--- src/rtl/spi_id_pkg.sv ---
package spi_id_pkg;

  typedef enum logic [2:0] {
    ST_OPC, ST_DUMMY, ST_SEL, ST_STREAM,
    ST_HOLD_WREN, ST_HOLD_PD, ST_WRCMD, ST_SINK
  } dec_state_t;

  typedef enum logic [1:0] {RP_ID, RP_ALT, RP_JEDEC} reply_t;

  localparam logic [7:0] OP_WREN  = 8'h06;
  localparam logic [7:0] OP_RES   = 8'hAB;
  localparam logic [7:0] OP_MFDV  = 8'h90;
  localparam logic [7:0] OP_JEDEC = 8'h9F;
  localparam logic [7:0] OP_DPD   = 8'hB9;

  function automatic logic is_write_op(input logic [7:0] op);
    return (op == 8'h02) || (op == 8'h20) || (op == 8'hD8) ||
           (op == 8'hC7) || (op == 8'h01);
  endfunction

endpackage

--- src/rtl/spi_in_sync.sv ---
module spi_in_sync #(
  parameter int STAGES = 2
) (
  input  logic clk,
  input  logic rst,
  input  logic cs_n,
  input  logic sclk,
  input  logic mosi,
  output logic cs_hi,
  output logic cs_rise,
  output logic sclk_rise,
  output logic sclk_fall,
  output logic mosi_s
);
  logic [STAGES-1:0] cs_p, ck_p, di_p;
  logic cs_q, ck_q;

  always_ff @(posedge clk) begin
    if (rst) begin
      cs_p <= '1;
      ck_p <= '0;
      di_p <= '0;
      cs_q <= 1'b1;
      ck_q <= 1'b0;
    end else begin
      cs_p <= {cs_p[STAGES-2:0], cs_n};
      ck_p <= {ck_p[STAGES-2:0], sclk};
      di_p <= {di_p[STAGES-2:0], mosi};
      cs_q <= cs_p[STAGES-1];
      ck_q <= ck_p[STAGES-1];
    end
  end

  assign cs_hi     = cs_p[STAGES-1];
  assign cs_rise   = cs_p[STAGES-1] & ~cs_q;
  assign sclk_rise = ck_p[STAGES-1] & ~ck_q & ~cs_p[STAGES-1];
  assign sclk_fall = ~ck_p[STAGES-1] & ck_q & ~cs_p[STAGES-1];
  assign mosi_s    = di_p[STAGES-1];

  initial if (STAGES < 2) $error("spi_in_sync needs at least two stages");
endmodule

--- src/rtl/spi_byte_rx.sv ---
module spi_byte_rx #(
  parameter int W = 8,
  localparam int CW = $clog2(W)
) (
  input  logic          clk,
  input  logic          rst,
  input  logic          cs_hi,
  input  logic          sclk_rise,
  input  logic          mosi_s,
  output logic          byte_valid,
  output logic [W-1:0]  rx_byte,
  output logic [CW-1:0] bit_cnt
);
  logic [W-2:0] sh;

  always_ff @(posedge clk) begin
    if (rst) begin
      sh <= '0;
      rx_byte <= '0;
      byte_valid <= 1'b0;
      bit_cnt <= '0;
    end else begin
      byte_valid <= 1'b0;
      if (cs_hi) begin
        bit_cnt <= '0;
      end else if (sclk_rise) begin
        sh <= {sh[W-3:0], mosi_s};
        if (bit_cnt == CW'(W-1)) begin
          rx_byte <= {sh, mosi_s};
          byte_valid <= 1'b1;
          bit_cnt <= '0;
        end else begin
          bit_cnt <= bit_cnt + 1'b1;
        end
      end
    end
  end

  // a deselected bus leaves the bit counter at zero
  assert_cnt_clear_R11: assert property (@(posedge clk) disable iff (rst)
    cs_hi |=> (bit_cnt == '0));
endmodule

--- src/rtl/id_byte_sel.sv ---
module id_byte_sel
  import spi_id_pkg::*;
#(
  parameter logic [7:0]  MFR_ID   = 8'h1C,
  parameter logic [7:0]  DEV_ID   = 8'h14,
  parameter logic [15:0] JEDEC_ID = 16'h3015
) (
  input  reply_t      kind,
  input  logic        first_dev,
  input  logic [1:0]  idx,
  output logic [7:0]  byte_out
);
  always_comb begin
    unique case (kind)
      RP_ALT:   byte_out = (idx[0] ^ first_dev) ? DEV_ID : MFR_ID;
      RP_JEDEC: begin
        unique case (idx)
          2'd0:    byte_out = MFR_ID;
          2'd1:    byte_out = JEDEC_ID[15:8];
          2'd2:    byte_out = JEDEC_ID[7:0];
          default: byte_out = 8'h00;
        endcase
      end
      default:  byte_out = DEV_ID;
    endcase
  end
endmodule

--- src/rtl/spi_id_responder.sv ---
module spi_id_responder
  import spi_id_pkg::*;
#(
  parameter int          SYNC_STAGES = 2,
  parameter int          RES_DUMMIES = 3,
  parameter int          MD_DUMMIES  = 2,
  parameter logic [7:0]  MFR_ID      = 8'h1C,
  parameter logic [7:0]  DEV_ID      = 8'h14,
  parameter logic [15:0] JEDEC_ID    = 16'h3015
) (
  input  logic clk,
  input  logic rst,
  input  logic cs_n,
  input  logic sclk,
  input  logic mosi,
  output logic miso,
  output logic miso_oe,
  output logic wel,
  output logic deep_pd,
  output logic write_permit
);
  localparam int BW   = 8;
  localparam int CW   = $clog2(BW);
  localparam int DMAX = (RES_DUMMIES > MD_DUMMIES) ? RES_DUMMIES : MD_DUMMIES;
  localparam int DW   = $clog2(DMAX + 1);

  logic cs_hi, cs_rise, sclk_rise, sclk_fall, mosi_s;
  logic byte_valid;
  logic [BW-1:0] rx_byte, cur_byte;
  logic [CW-1:0] bit_cnt;

  dec_state_t    state;
  reply_t        kind;
  logic          first_dev;
  logic [1:0]    idx;
  logic [DW-1:0] dummy_left;
  logic          wel_r, pd_r, permit_r, miso_r, oe_r;

  spi_in_sync #(.STAGES(SYNC_STAGES)) u_sync (
    .clk(clk), .rst(rst), .cs_n(cs_n), .sclk(sclk), .mosi(mosi),
    .cs_hi(cs_hi), .cs_rise(cs_rise), .sclk_rise(sclk_rise),
    .sclk_fall(sclk_fall), .mosi_s(mosi_s));

  spi_byte_rx #(.W(BW)) u_rx (
    .clk(clk), .rst(rst), .cs_hi(cs_hi), .sclk_rise(sclk_rise),
    .mosi_s(mosi_s), .byte_valid(byte_valid), .rx_byte(rx_byte),
    .bit_cnt(bit_cnt));

  id_byte_sel #(.MFR_ID(MFR_ID), .DEV_ID(DEV_ID), .JEDEC_ID(JEDEC_ID)) u_sel (
    .kind(kind), .first_dev(first_dev), .idx(idx), .byte_out(cur_byte));

  // command decoder and latches
  always_ff @(posedge clk) begin
    if (rst) begin
      state      <= ST_OPC;
      kind       <= RP_ID;
      first_dev  <= 1'b0;
      idx        <= '0;
      dummy_left <= '0;
      wel_r      <= 1'b0;
      pd_r       <= 1'b0;
      permit_r   <= 1'b0;
    end else if (cs_hi) begin
      state    <= ST_OPC;
      permit_r <= 1'b0;
      if (cs_rise && bit_cnt == '0) begin
        if (state == ST_HOLD_WREN) wel_r <= 1'b1;
        if (state == ST_HOLD_PD)   pd_r  <= 1'b1;
      end
    end else if (byte_valid) begin
      unique case (state)
        ST_OPC: begin
          idx <= '0;
          if (pd_r && rx_byte != OP_RES) begin
            state <= ST_SINK;
          end else if (rx_byte == OP_RES) begin
            pd_r       <= 1'b0;
            kind       <= RP_ID;
            dummy_left <= DW'(RES_DUMMIES);
            state      <= ST_DUMMY;
          end else if (rx_byte == OP_MFDV) begin
            kind       <= RP_ALT;
            dummy_left <= DW'(MD_DUMMIES);
            state      <= ST_DUMMY;
          end else if (rx_byte == OP_JEDEC) begin
            kind  <= RP_JEDEC;
            state <= ST_STREAM;
          end else if (rx_byte == OP_WREN) begin
            state <= ST_HOLD_WREN;
          end else if (rx_byte == OP_DPD) begin
            state <= ST_HOLD_PD;
          end else if (is_write_op(rx_byte)) begin
            permit_r <= wel_r;
            state    <= ST_WRCMD;
          end else begin
            state <= ST_SINK;
          end
        end
        ST_DUMMY: begin
          dummy_left <= dummy_left - 1'b1;
          if (dummy_left == DW'(1))
            state <= (kind == RP_ALT) ? ST_SEL : ST_STREAM;
        end
        ST_SEL: begin
          first_dev <= rx_byte[0];
          state     <= ST_STREAM;
        end
        ST_STREAM: begin
          if (!(kind == RP_JEDEC && idx == 2'd3)) idx <= idx + 1'b1;
        end
        ST_HOLD_WREN, ST_HOLD_PD: state <= ST_SINK;
        default: ;
      endcase
    end
  end

  // reply shifter: new bit on every falling edge of the serial clock
  always_ff @(posedge clk) begin
    if (rst) begin
      miso_r <= 1'b0;
      oe_r   <= 1'b0;
    end else if (cs_hi) begin
      oe_r <= 1'b0;
    end else if (sclk_fall) begin
      oe_r   <= (state == ST_STREAM);
      miso_r <= (state == ST_STREAM) ? cur_byte[BW-1-int'(bit_cnt)] : 1'b0;
    end
  end

  assign miso         = miso_r;
  assign miso_oe      = oe_r;
  assign wel          = wel_r;
  assign deep_pd      = pd_r;
  assign write_permit = permit_r;

  assert_oe_stream_R2: assert property (@(posedge clk) disable iff (rst)
    miso_oe |-> (state == ST_STREAM));
  assert_oe_drop_R11: assert property (@(posedge clk) disable iff (rst)
    cs_hi |=> !miso_oe);
  assert_wel_on_close_R7: assert property (@(posedge clk) disable iff (rst)
    $rose(wel) |-> $past(cs_rise) && !$past(pd_r));
  assert_pd_quiet_R9: assert property (@(posedge clk) disable iff (rst)
    deep_pd |-> (state inside {ST_OPC, ST_SINK, ST_HOLD_PD}));
  assert_permit_gated_R10: assert property (@(posedge clk) disable iff (rst)
    write_permit |-> (wel && !deep_pd));
endmodule

--- config.mk ---
export PLATFORM = sky130hd
export DESIGN_NAME = spi_id_responder
export DESIGN_NICKNAME = d
export VERILOG_FILES = /design/src/rtl/spi_id_pkg.sv /design/src/rtl/spi_in_sync.sv /design/src/rtl/spi_byte_rx.sv /design/src/rtl/id_byte_sel.sv /design/src/rtl/spi_id_responder.sv
export SDC_FILE = /design/constraint.sdc
export NUM_CORES = 1
export LEC_CHECK = 0
export ABC_AREA = 1
export CAP_MARGIN = 25
export CORE_ASPECT_RATIO = 0.6
export CORE_UTILIZATION = 54
export CTS_BUF_LIST = sky130_fd_sc_hd__clkbuf_4 sky130_fd_sc_hd__clkbuf_8
export DETAILED_ROUTE_END_ITERATION = 8
export PLACE_DENSITY = 0.72
export SETUP_SLACK_MARGIN = 0.4
export SYNTH_ARGS = -nofsm -noshare
export SYNTH_HDL_FRONTEND = slang
export SYNTH_SLANG_ARGS = --single-unit
export TNS_END_PERCENT = 20
--- constraint.sdc ---
create_clock -name clk -period 1.7 [get_ports clk]
set_input_delay 0.34 -clock clk [delete_from_list [all_inputs] [get_ports clk]]
set_output_delay 0.34 -clock clk [all_outputs]
set_load 0.03 [all_outputs]
## After elaboration in Yosys (flattened, before gate mapping)

Index checks and enable logic that the tools add are counted.

| cells by class | value |
|---|---|
| add/sub/neg operators | 4 |
| magnitude comparators | 1 |
| equality and inequality tests | 30 |
| muxes and demuxes | 35 |
| bitwise operators | 17 |
| reduce and logical (&&, ||, !) cells | 31 |

Operator list:

| cell | number |
|---|---|
| 8-bit == test, second input constant | 6 |
| 2-bit two-way mux | 9 |
| 3-bit two-way mux | 6 |
| 6-bit one-hot mux with 3 select lines | 1 |
| 8-bit one-hot mux with 2 select lines | 1 |
| 1-bit two-way mux | 13 |
| 3-bit one-hot mux with 4 select lines | 1 |
| 3-bit AND reduction | 4 |
| 1-bit inverter | 11 |
| 2-bit != test, second input constant | 5 |
| 5-bit AND reduction | 2 |
| 2-bit nonzero test | 5 |
| 3-bit == test, second input constant | 3 |
| 9-bit AND reduction | 1 |
| 8-bit by 1-bit == test with 1-bit output, second input constant | 1 |
| 8-bit by 2-bit == test with 1-bit output, second input constant | 1 |
| 8-bit by 3-bit == test with 1-bit output, second input constant | 1 |
| 8-bit by 6-bit == test with 1-bit output, second input constant | 1 |
| 8-bit != test, second input constant | 1 |
| 2-bit one-hot mux with 2 select lines | 2 |
| 2-bit by 1-bit == test with 1-bit output, second input constant | 3 |
| 2-bit == test, second input constant | 3 |
| 3-bit by 2-bit == test with 1-bit output, second input constant | 2 |
| 3-bit logical NOT | 2 |
| other kinds (22) | 33 |

| storage, ports and cells | value |
|---|---|
| register bits after elaboration | 42 |
| input port bits | 5 |
| output and inout port bits | 5 |
| logic and storage cells | 137 |

## Logic depth before layout (Yosys ltp)

Gate-level depths: netlist of run 1.

| logic depth | value |
|---|---|
| word-level depth | 13 |
| depth in mapped cells | 11 |
| depth with buffers taken out | 11 |

## Modules after synthesis

Synthesis of run 1 repeated with hierarchy kept, for this count alone.

| second synthesis, totals | value |
|---|---|
| cell total of the unflattened synthesis | 329 |
| area, all modules | 2207.1 um^2 |

By module, submodules not included:

| module | times used | cells an instance | area each (um^2) | sequential area each (um^2) |
|---|---|---|---|---|
| spi_id_responder | 1 | 190 | 1127.3 | 300.3 |
| spi_byte_rx | 1 | 88 | 701.9 | 380.4 |
| spi_in_sync | 1 | 27 | 239.0 | 160.2 |
| id_byte_sel | 1 | 24 | 138.9 | 0.0 |

## Worst setup path after synthesis of run 1

OpenSTA, ideal clock, no wires.

| path | value |
|---|---|
| path type | reg2reg |
| start | reg kind[0] |
| end | reg miso_r (netlist: miso) |
| setup time | 0.129 ns |
| arrival time | 1.167 ns |
| required time | 1.571 ns |
| path slack | 0.404 ns |
| cell stages (with the launch flop) | 11 |
| buffers on the path | 0 |
| clock period less this slack | 1.296 ns |
| cell sequence | dfxtp_1 -> inv_1 -> ha_1 -> inv_1 -> nand3_1 -> nor3_1 -> nor2_1 -> nand2_1 -> nand2_1 -> nand2_1 -> a21oi_2 |

| between the ends | value |
|---|---|
| longest elaborated chain between the ends | 6 |
| elaborated cells on any way between the ends | 7 |
| those cells by class | eq/ne (2); mux (5) |

RTL lines:

| item | line | source |
|---|---|---|
| from (decl) | spi_id_responder.sv:33 | `reply_t kind;` |
| from (signal assigned) | spi_id_responder.sv:56 | `kind <= RP_ID;` |
| from (signal assigned) | spi_id_responder.sv:78 | `kind <= RP_ID;` |
| from (signal assigned) | spi_id_responder.sv:82 | `kind <= RP_ALT;` |
| 2-bit == test or 2-bit by 1-bit == test with 1-bit output (tied branches) | id_byte_sel.sv:14 | `unique case (kind)` |
| 8-bit one-hot mux with 2 select lines * | id_byte_sel.sv:14 |  |
| 1-bit binary-select mux with 3-bit select * | spi_id_responder.sv:126 | `miso_r <= (state == ST_STREAM) ? cur_byte[BW-1-int'(bit_cnt)] : 1'b0;` |
| 1-bit two-way mux (not written as such) * (2 in a row) | spi_id_responder.sv:126 |  |
| 1-bit two-way mux * | spi_id_responder.sv:126 |  |
| to (signal assigned) | spi_id_responder.sv:126 |  |
| to (decl) | spi_id_responder.sv:37 | `logic wel_r, pd_r, permit_r, miso_r, oe_r;` |

Every way passes the cells marked *; elsewhere a longest branch is shown, timed or not. The select of a mux whose other input is x is not followed.
A chain may end at the register's enable or synchronous reset.

## Worst setup path in the final report of run 1

| path | value |
|---|---|
| start | reg u_rx.rx_byte[4] |
| end | reg dummy_left[0] |

| between the ends | value |
|---|---|
| longest elaborated chain between the ends | 4 |
| elaborated cells on any way between the ends | 10 |
| those cells by class | eq/ne (5); mux (3); reduce/logical (2) |

RTL lines:

| item | line | source |
|---|---|---|
| from (decl) | spi_byte_rx.sv:11 | `output logic [W-1:0] rx_byte,` |
| from (signal assigned) | spi_byte_rx.sv:29 | `rx_byte <= {sh, mosi_s};` |
| 8-bit == test or 8-bit != test (tied branches) | spi_id_responder.sv:76, spi_id_responder.sv:74 |  |
| 2-bit two-way mux or 1-bit logical AND (tied branches) | spi_id_responder.sv:76, spi_id_responder.sv:74 |  |
| 2-bit two-way mux or 2-bit != test (tied branches) | n/a |  |
| 2-bit one-hot mux with 2 select lines or 5-bit AND reduction (tied branches) | n/a |  |
| to (signal assigned) | spi_id_responder.sv:79 | `dummy_left <= DW'(RES_DUMMIES);` |
| to (signal assigned) | spi_id_responder.sv:83 | `dummy_left <= DW'(MD_DUMMIES);` |
| to (signal assigned) | spi_id_responder.sv:100 | `dummy_left <= dummy_left - 1'b1;` |
| to (decl) | spi_id_responder.sv:36 | `logic [DW-1:0] dummy_left;` |

Several ways; a longest one is shown, not always the timed one. The select of a mux whose other input is x is not followed.

==> results of run 1 <==
-- cell usage in the layout, fill, tap and decap left out, types with 4 or more instances in the layout --
cell type | Yosys | final
a21oi_1 | 27 | 27
buf_4 | 1 | 12
clkbuf_8 | 0 | 5
clkdlybuf4s50_1 | 0 | 4
dfxtp_1 | 42 | 26
dfxtp_2 | 0 | 10
dfxtp_4 | 0 | 6
ha_1 | 11 | 9
inv_1 | 37 | 33
inv_2 | 9 | 9
inv_4 | 0 | 4
nand2_1 | 66 | 59
nand2_2 | 5 | 7
nand2_4 | 4 | 9
nand3_1 | 16 | 16
nor2_1 | 42 | 37
nor2_2 | 3 | 4
nor2_4 | 2 | 6
o21ai_0 | 15 | 14
o21ai_1 | 5 | 4
-- path summary, 6_finish.rpt --
kind	startpoint	to	slack [ns]	cells past startpoint
worst min register to register	u_sync.di_p[0]	u_sync.di_p[1]	0.41	2
worst max register to register	u_rx.rx_byte[4]	dummy_left[0]	0.35	10
worst max-delay path	u_rx.rx_byte[4]	dummy_left[0]	0.35	10
worst min-delay path	u_sync.di_p[0]	u_sync.di_p[1]	0.41	2
-- flip-flops by register name, summed over array words and instances, names as in the netlist, 2 cells and up --
register / flops
u_sync.di_p: 2
u_rx.rx_byte: 8
u_rx.sh: 7
kind: 2
u_rx.bit_cnt: 3
dummy_left: 2
u_sync.ck_p: 2
idx: 2
u_sync.cs_p: 2
state: 3
-- per-layer routing --
layer,share of wire [%],vias up,GRT usage [%]
met5,0,-,0
met4,1.0,0,7.627
met3,7.3,5,6.190
met2,40,62,33.33
met1,52,929,35.63
li1,-,1047,-
-- logic make-up after synthesis --
group | after synthesis | synth area share (%)
simple gates | 152 | 32.33
compound gates | 56 | 14.27
buf+inv | 52 | 9.117
flops | 42 | 38.05
fa+ha+maj | 11 | 6.229
-- cell type report --
cell class                 instances  area share (%)
tap                               47           2.179
multi-input combinational        220           48.68
clock inverter                     2          0.5100
sequential                        42           32.45
inverter                          46           6.769
clock buffer                       6           2.828
timing repair buffer              21           6.583
-- through the flow --
step	power [mW]	cell area, sq um	setup WS (ns)	hold WS, ns	utilization [%]
finish	1.712	2699	0.3512	0.4063	71.28
global route	1.780	2699	0.2385	0.4279	71.28
CTS	1.731	2485	0.3492	0.4107	65.63
detailed placement	1.071	2360	0.1709	0.3991	62.33
global placement	1.069	2360	0.1947	0.3909	62.33
floorplan	1.047	2210	0.4038	0.3883	-
-- worst register-to-register path, stage by stage (launching register included) --
cell and delay (ns):
dfxtp_4 0.38, inv_4 0.08, nand2_4 0.05, nor2_4 0.13, nand2_4 0.10, nand2_4 0.12
nand2_4 0.06, a21oi_4 0.16, nand2_1 0.08, nand2_1 0.06, nor2_1 0.04
-- power breakdown --
group	leakage [nW]	internal (mW)	switching (mW)
combinational	0.734	0.0217	0.0313
clock	0.0486	0.306	0.366
sequential	0.349	0.982	0.00496
-- timing repair --
action,CTS,global route
gates cloned,0,1
setup buffers,0,8
setup endpoints to repair,23,26
resized for setup,29,50
pin swaps,0,13
==> out/qor.yml, run 1 <==
critical_path:
  crit_path_cell_trace: "inv_4 > nand2_4 > nor2_4 > nand2_4 > nand2_4 > nand2_4 > a21oi_4 > nand2_1 > nand2_1 > nor2_1"
  slowest_stage: "dfxtp_4"
  endpoint_kind: "register"
  worstPathMaxFanout: 5
  crit_required_ns: 1.91
  critPathBufInv: 1
  path_class: "register to register"
  critPathMaxStageDelay_ns: 0.38
  crit_top_cell: "nand2_4"
  cp_top_family: "simple AND/OR/NAND/NOR gates"
  cp.arrival_ns: 1.56
  startpoint_type: "register"
global_route:
  grt_pass1_wl_um: 7721
  grt_overflow: 0
  grt_max_degree: 17
  antenna_found_initial: 0
  grt_pass1_vias: 1584
  grt_util_all_layers_pct: 23.88
logic_synthesis:
  syn_avg_cell_area_sq_um: 7.059
  synth.largest_area_cell: "dfxtp_1"
  yosysSeqAreaShare_pct: 38.05
  yosysTopAreaCellShare_pct: 38.05
  synth.yosys.warnings: 0
  synth_commonest_cells: "nand2_1, dfxtp_1, nor2_1"
  syn_inst: 313
  ys_top_cells_by_area: "dfxtp_1, nand2_1, nor2_1"
  synthArstFlopShare_pct: 0
  syn_area_sq_mm: 0.002210
  synth.most_common_cell: "nand2_1"
  synth_cell_type_count: 32
  syn_nets: 329
  synth_edf_count: 0
  ys_seq_elements: 42
  ys.flop_type: "dfxtp_1"
timing:
  relSlewSlack_pct: 69.91
  hold_violations: 0
  fmax_ghz: 0.7414
  rsz0062_at_grt: "yes"
  clock_skew_ns: 0.01002
  tightest_slew_ns: 0.4508
  finalCritPeriodShare_pct: 79.34
  tns_ns: 0
  min_period_ns: 1.349
  slew_viol_final: 0
  setup_violations: 0
route:
  vias: 2043
  drc: 0
  firstDrtPassIters: 5
  wl_per_cell_um: 13.58
  ant_nets: 0
  drtIter0Drc: 143
  via_per_inst: 5.320
  routed_wl_um: 5216
floorplan:
  core-area_sq_mm: 0.003786
  die_height_um: 51.55
  ios: 10
  rows: 17
  die_width_um: 84.58
  start_util_pct: 58.36
  die_area_sq_mm: 0.004360
cts:
  htreeDepth: 2
  cts_buffers: 5
  clock_sinks: 42
  clock_path_buffers: 2
  cts.reportedPaths.clkPinSlew_ns: 0.09
  cts-root-buf: "clkbuf_8"
  insertion_delay_ns: 0.30
  hold_buffers: 0
  cts_tree: "done"
pwr:
  ir_worst_vdd_v: 0.0005297
  power.density_mw_per_mm2: 634.4
  p_leak_nw: 1.131
placement:
  gp_congestion: 0.8479
  dpl.cell_count: 367
  io_buffers: 9
  hpwl_um: 3502
layout:
  multiInputGateArea_sq_mm: 0.001314
  syn2layout_area_growth_pct: 22.14
  layoutNonFillerInstCount: 384
  drive_gt1_share_pct: 28.49
  seq_area_sq_um: 875.8
  fin_nets: 352
  antenna_cells: 0
  fillers: 308
min_path:
  hp-class: "register to register"
status:
  status: "completed"
run:
  max-cap-violations: 0
Note: power is estimated with default switching activity, not from simulation.
==> run 2, diff against run 1 <==
--- a/config.mk
+++ b/config.mk
@@ -11,7 +11,7 @@
 export CORE_UTILIZATION = 54
 export CTS_BUF_LIST = sky130_fd_sc_hd__clkbuf_4 sky130_fd_sc_hd__clkbuf_8
 export DETAILED_ROUTE_END_ITERATION = 8
-export PLACE_DENSITY = 0.72
+export PLACE_DENSITY = 0.75
 export SETUP_SLACK_MARGIN = 0.4
 export SYNTH_ARGS = -nofsm -noshare
 export SYNTH_HDL_FRONTEND = slang
==> constraint.sdc (replaced) <==
create_clock -name clk -period 1.2 [get_ports clk]
set_input_delay 0.24 -clock clk [delete_from_list [all_inputs] [get_ports clk]]
set_output_delay 0.24 -clock clk [all_outputs]
set_load 0.03 [all_outputs]
==> out/qor.yml, run 2 (same netlist as run 1, synthesis figures left out) <==
critical_path:
  crit_start: "kind[0]"
  cp_top_family: "compound AO/OA/AOI/OAI gates"
  cp.arrival_ns: 1.70  # +0.14 ns
  slowest_stage: "dfxtp_2"
  startpoint_type: "register"
  endpoint_kind: "register"
  critPathBufInv: 2  # +1
  critPathMaxStageDelay_ns: 0.35  # -0.03 ns
  crit_top_cell: "o21ai_1"
  crit_required_ns: 1.41  # -0.50 ns
  worstPathMaxFanout: 5  # unchanged
  rrSetupSlack_ns: -0.30  # -0.65 ns
  rr_startpoint: "kind[0]"
  crit_path_cell_trace: "inv_2 > ha_4 > a21oi_1 > o21ai_1 > inv_1 > o21ai_1 > nor2_1"
  path_class: "register to register"
placement:
  gp_congestion: 0.8961  # +5.7%
  hpwl_um: 4296  # +23%
  io_buffers: 9  # unchanged
  placedInstanceArea_sq_mm: 0.002716  # +15%
pwr:
  clock_power_share_pct: 40.7  # +1.4 points
  p_switching_uw: 690.8  # +72%
  ir_worst_vdd_v: 0.0008044  # +52%
  p_leak_nw: 1.391  # +23%
  power.density_mw_per_mm2: 781.4  # +23%
  switching_share_pct: 27.14  # +3.6 points
  intPower_mw: 1.855  # +42%
  pwr-share-seq_pct: 54.8  # -2.8 points
  comb_power_share_pct: 4.4  # +1.3 points
global_route:
  grt_util_all_layers_pct: 35.27  # +11 points
  antenna_found_initial: 0  # unchanged
  grt_overflow: 0  # unchanged
  grt_max_degree: 16  # -1
  grt_pass1_vias: 2390  # +51%
  grt_pass1_wl_um: 11420  # +48%
route:
  vias: 2556  # +25%
  routed_wl_um: 7832  # +50%
  drc: 0  # unchanged
  ant_nets: 0  # unchanged
  wl_per_cell_um: 18.26  # +34%
  drtIter0Drc: 265  # +85%
  firstDrtPassIters: 6  # +1
  via_per_inst: 5.958  # +12%
timing:
  min_period_ns: 1.496  # +0.1469 ns
  relSlewSlack_pct: 78.76  # +8.8 points
  slew_viol_final: 0  # unchanged
  fmax_ghz: 0.6686  # -9.8%
  rsz0062_at_grt: "yes"
  tightest_slew_ns: 0.3165  # -0.1343 ns
  tns_ns: -1.986  # -1.986 ns
  setup_ws_ns: -0.2957  # -0.6469 ns
  hold_violations: 0  # unchanged
  clock_skew_ns: 0.01296  # +0.002944 ns
  finalCritPeriodShare_pct: 124.6  # +45 points
  setup_violations: 20  # +20
layout:
  finalInstanceArea_sq_mm: 0.003258  # +21%
  drive_gt1_share_pct: 52.88  # +24 points
  finalCoreUtilization_pct: 86.05  # +15 points
  antenna_cells: 0  # unchanged
  regMostFlops: "u_rx.rx_byte"
  fillers: 200  # -35%
  largest_register_ffs: 8  # unchanged
  final_cell_mix: "buf_4, nand2_1, nor2_1"
  fin_nets: 397  # +13%
  syn2layout_area_growth_pct: 47.45
  layout_commonest_cell: "buf_4"
  reg.largest.list: "u_rx.rx_byte (8), u_rx.sh (7)"
floorplan:
  core-area_sq_mm: 0.003786  # unchanged
  start_util_pct: 58.36  # unchanged
  die_area_sq_mm: 0.004360  # unchanged
  ios: 10  # unchanged
  die_width_um: 84.58  # unchanged
  rows: 17  # unchanged
  die_height_um: 51.55  # unchanged
status:
  violations: "negative setup slack"
  status: "finished, violations left"
min_path:
  min-delay-start: "u_sync.di_p[0]"
  hp-class: "register to register"
cts:
  cts.reportedPaths.clkPinSlew_ns: 0.10  # about the same
  cts-root-buf: "clkbuf_8"
  cts_tree: "done"
  clock_sinks: 42  # unchanged
  hold_buffers: 0  # unchanged
  insertion_delay_ns: 0.32  # +0.02 ns
  cts_buffers: 5  # unchanged
  clock_path_buffers: 2  # unchanged
  htreeDepth: 2  # unchanged
run:
  max-cap-violations: 0  # unchanged
## run 2: tightest hold or removal path: cells and delay by family, from the launching register on
family | cells | cell delay, ns
buf+inv | 1 | 0.04
flops | 1 | 0.31
simple gates | 1 | 0.03
## run 2: path summary, 6_finish.rpt
kind	to	cells after the start
worst max-delay path	idx[0]	7
worst min-delay path	u_sync.di_p[1]	2
worst max register to register	idx[0]	7
worst min register to register	u_sync.di_p[1]	2
## run 2: metrics by stage
stage                     setup slack, ns  hold WS (ns)  instances  total power [mW]
after floorplan                  0.008760        0.3438        313             1.483
after global placement            -0.2227        0.3960        409             1.531
after detailed placement          -0.2262        0.3951        409             1.534
after CTS                         -0.1018        0.4083        427             2.494
after global routing              -0.2974        0.4353        429             2.583
final                             -0.2957        0.4156        429             2.546
## run 2: cell type report
class / count / area (sq um) / area share [%]
clock inverters: 3 / 25.02 / 0.7681
multi-input cells: 220 / 1493 / 45.81
repair buffers: 66 / 538.0 / 16.51
clock buffers: 5 / 68.82 / 2.112
well taps: 47 / 58.81 / 1.805
flip-flops and latches: 42 / 892.1 / 27.38
inverters: 46 / 182.7 / 5.607
## run 2: repair_timing
action                     4_1_cts  5_1_grt
setup endpoints to repair       47       42
cloned                           1        0
pin swaps                       37       14
resized for setup               96       26
setup buffers                    9        2
## run 2: per-layer routing
| metal | routed length (um) | global-route usage, % | vias up |
|---|---|---|---|
| met4 | 479 | 22.88 | 0 |
| met3 | 753 | 7.302 | 62 |
| met1 | 3108 | 43.18 | 1187 |
| li1 | - | - | 1138 |
| met5 | 0 | 0 | - |
| met2 | 3490 | 57.99 | 169 |
## run 2: power by group through the flow
stage	Clock, mW	Sequential, mW	Combinational (mW)
final	1.04	1.40	0.113
after global routing	1.07	1.40	0.120
after CTS	0.991	1.40	0.104
after detailed placement	0	1.44	0.0894
after global placement	0	1.44	0.0868
after floorplan	0	1.44	0.0401
==> run 3, diff against run 2 <==
--- a/config.mk
+++ b/config.mk
@@ -11,6 +11,7 @@
 export CORE_UTILIZATION = 54
 export CTS_BUF_LIST = sky130_fd_sc_hd__clkbuf_4 sky130_fd_sc_hd__clkbuf_8
 export DETAILED_ROUTE_END_ITERATION = 8
+export HOLD_SLACK_MARGIN = 0.03
 export PLACE_DENSITY = 0.75
 export SETUP_SLACK_MARGIN = 0.4
 export SYNTH_ARGS = -nofsm -noshare
==> results of run 3 <==
Same layout as run 2: the final DEF is identical, and so are final timing and power.
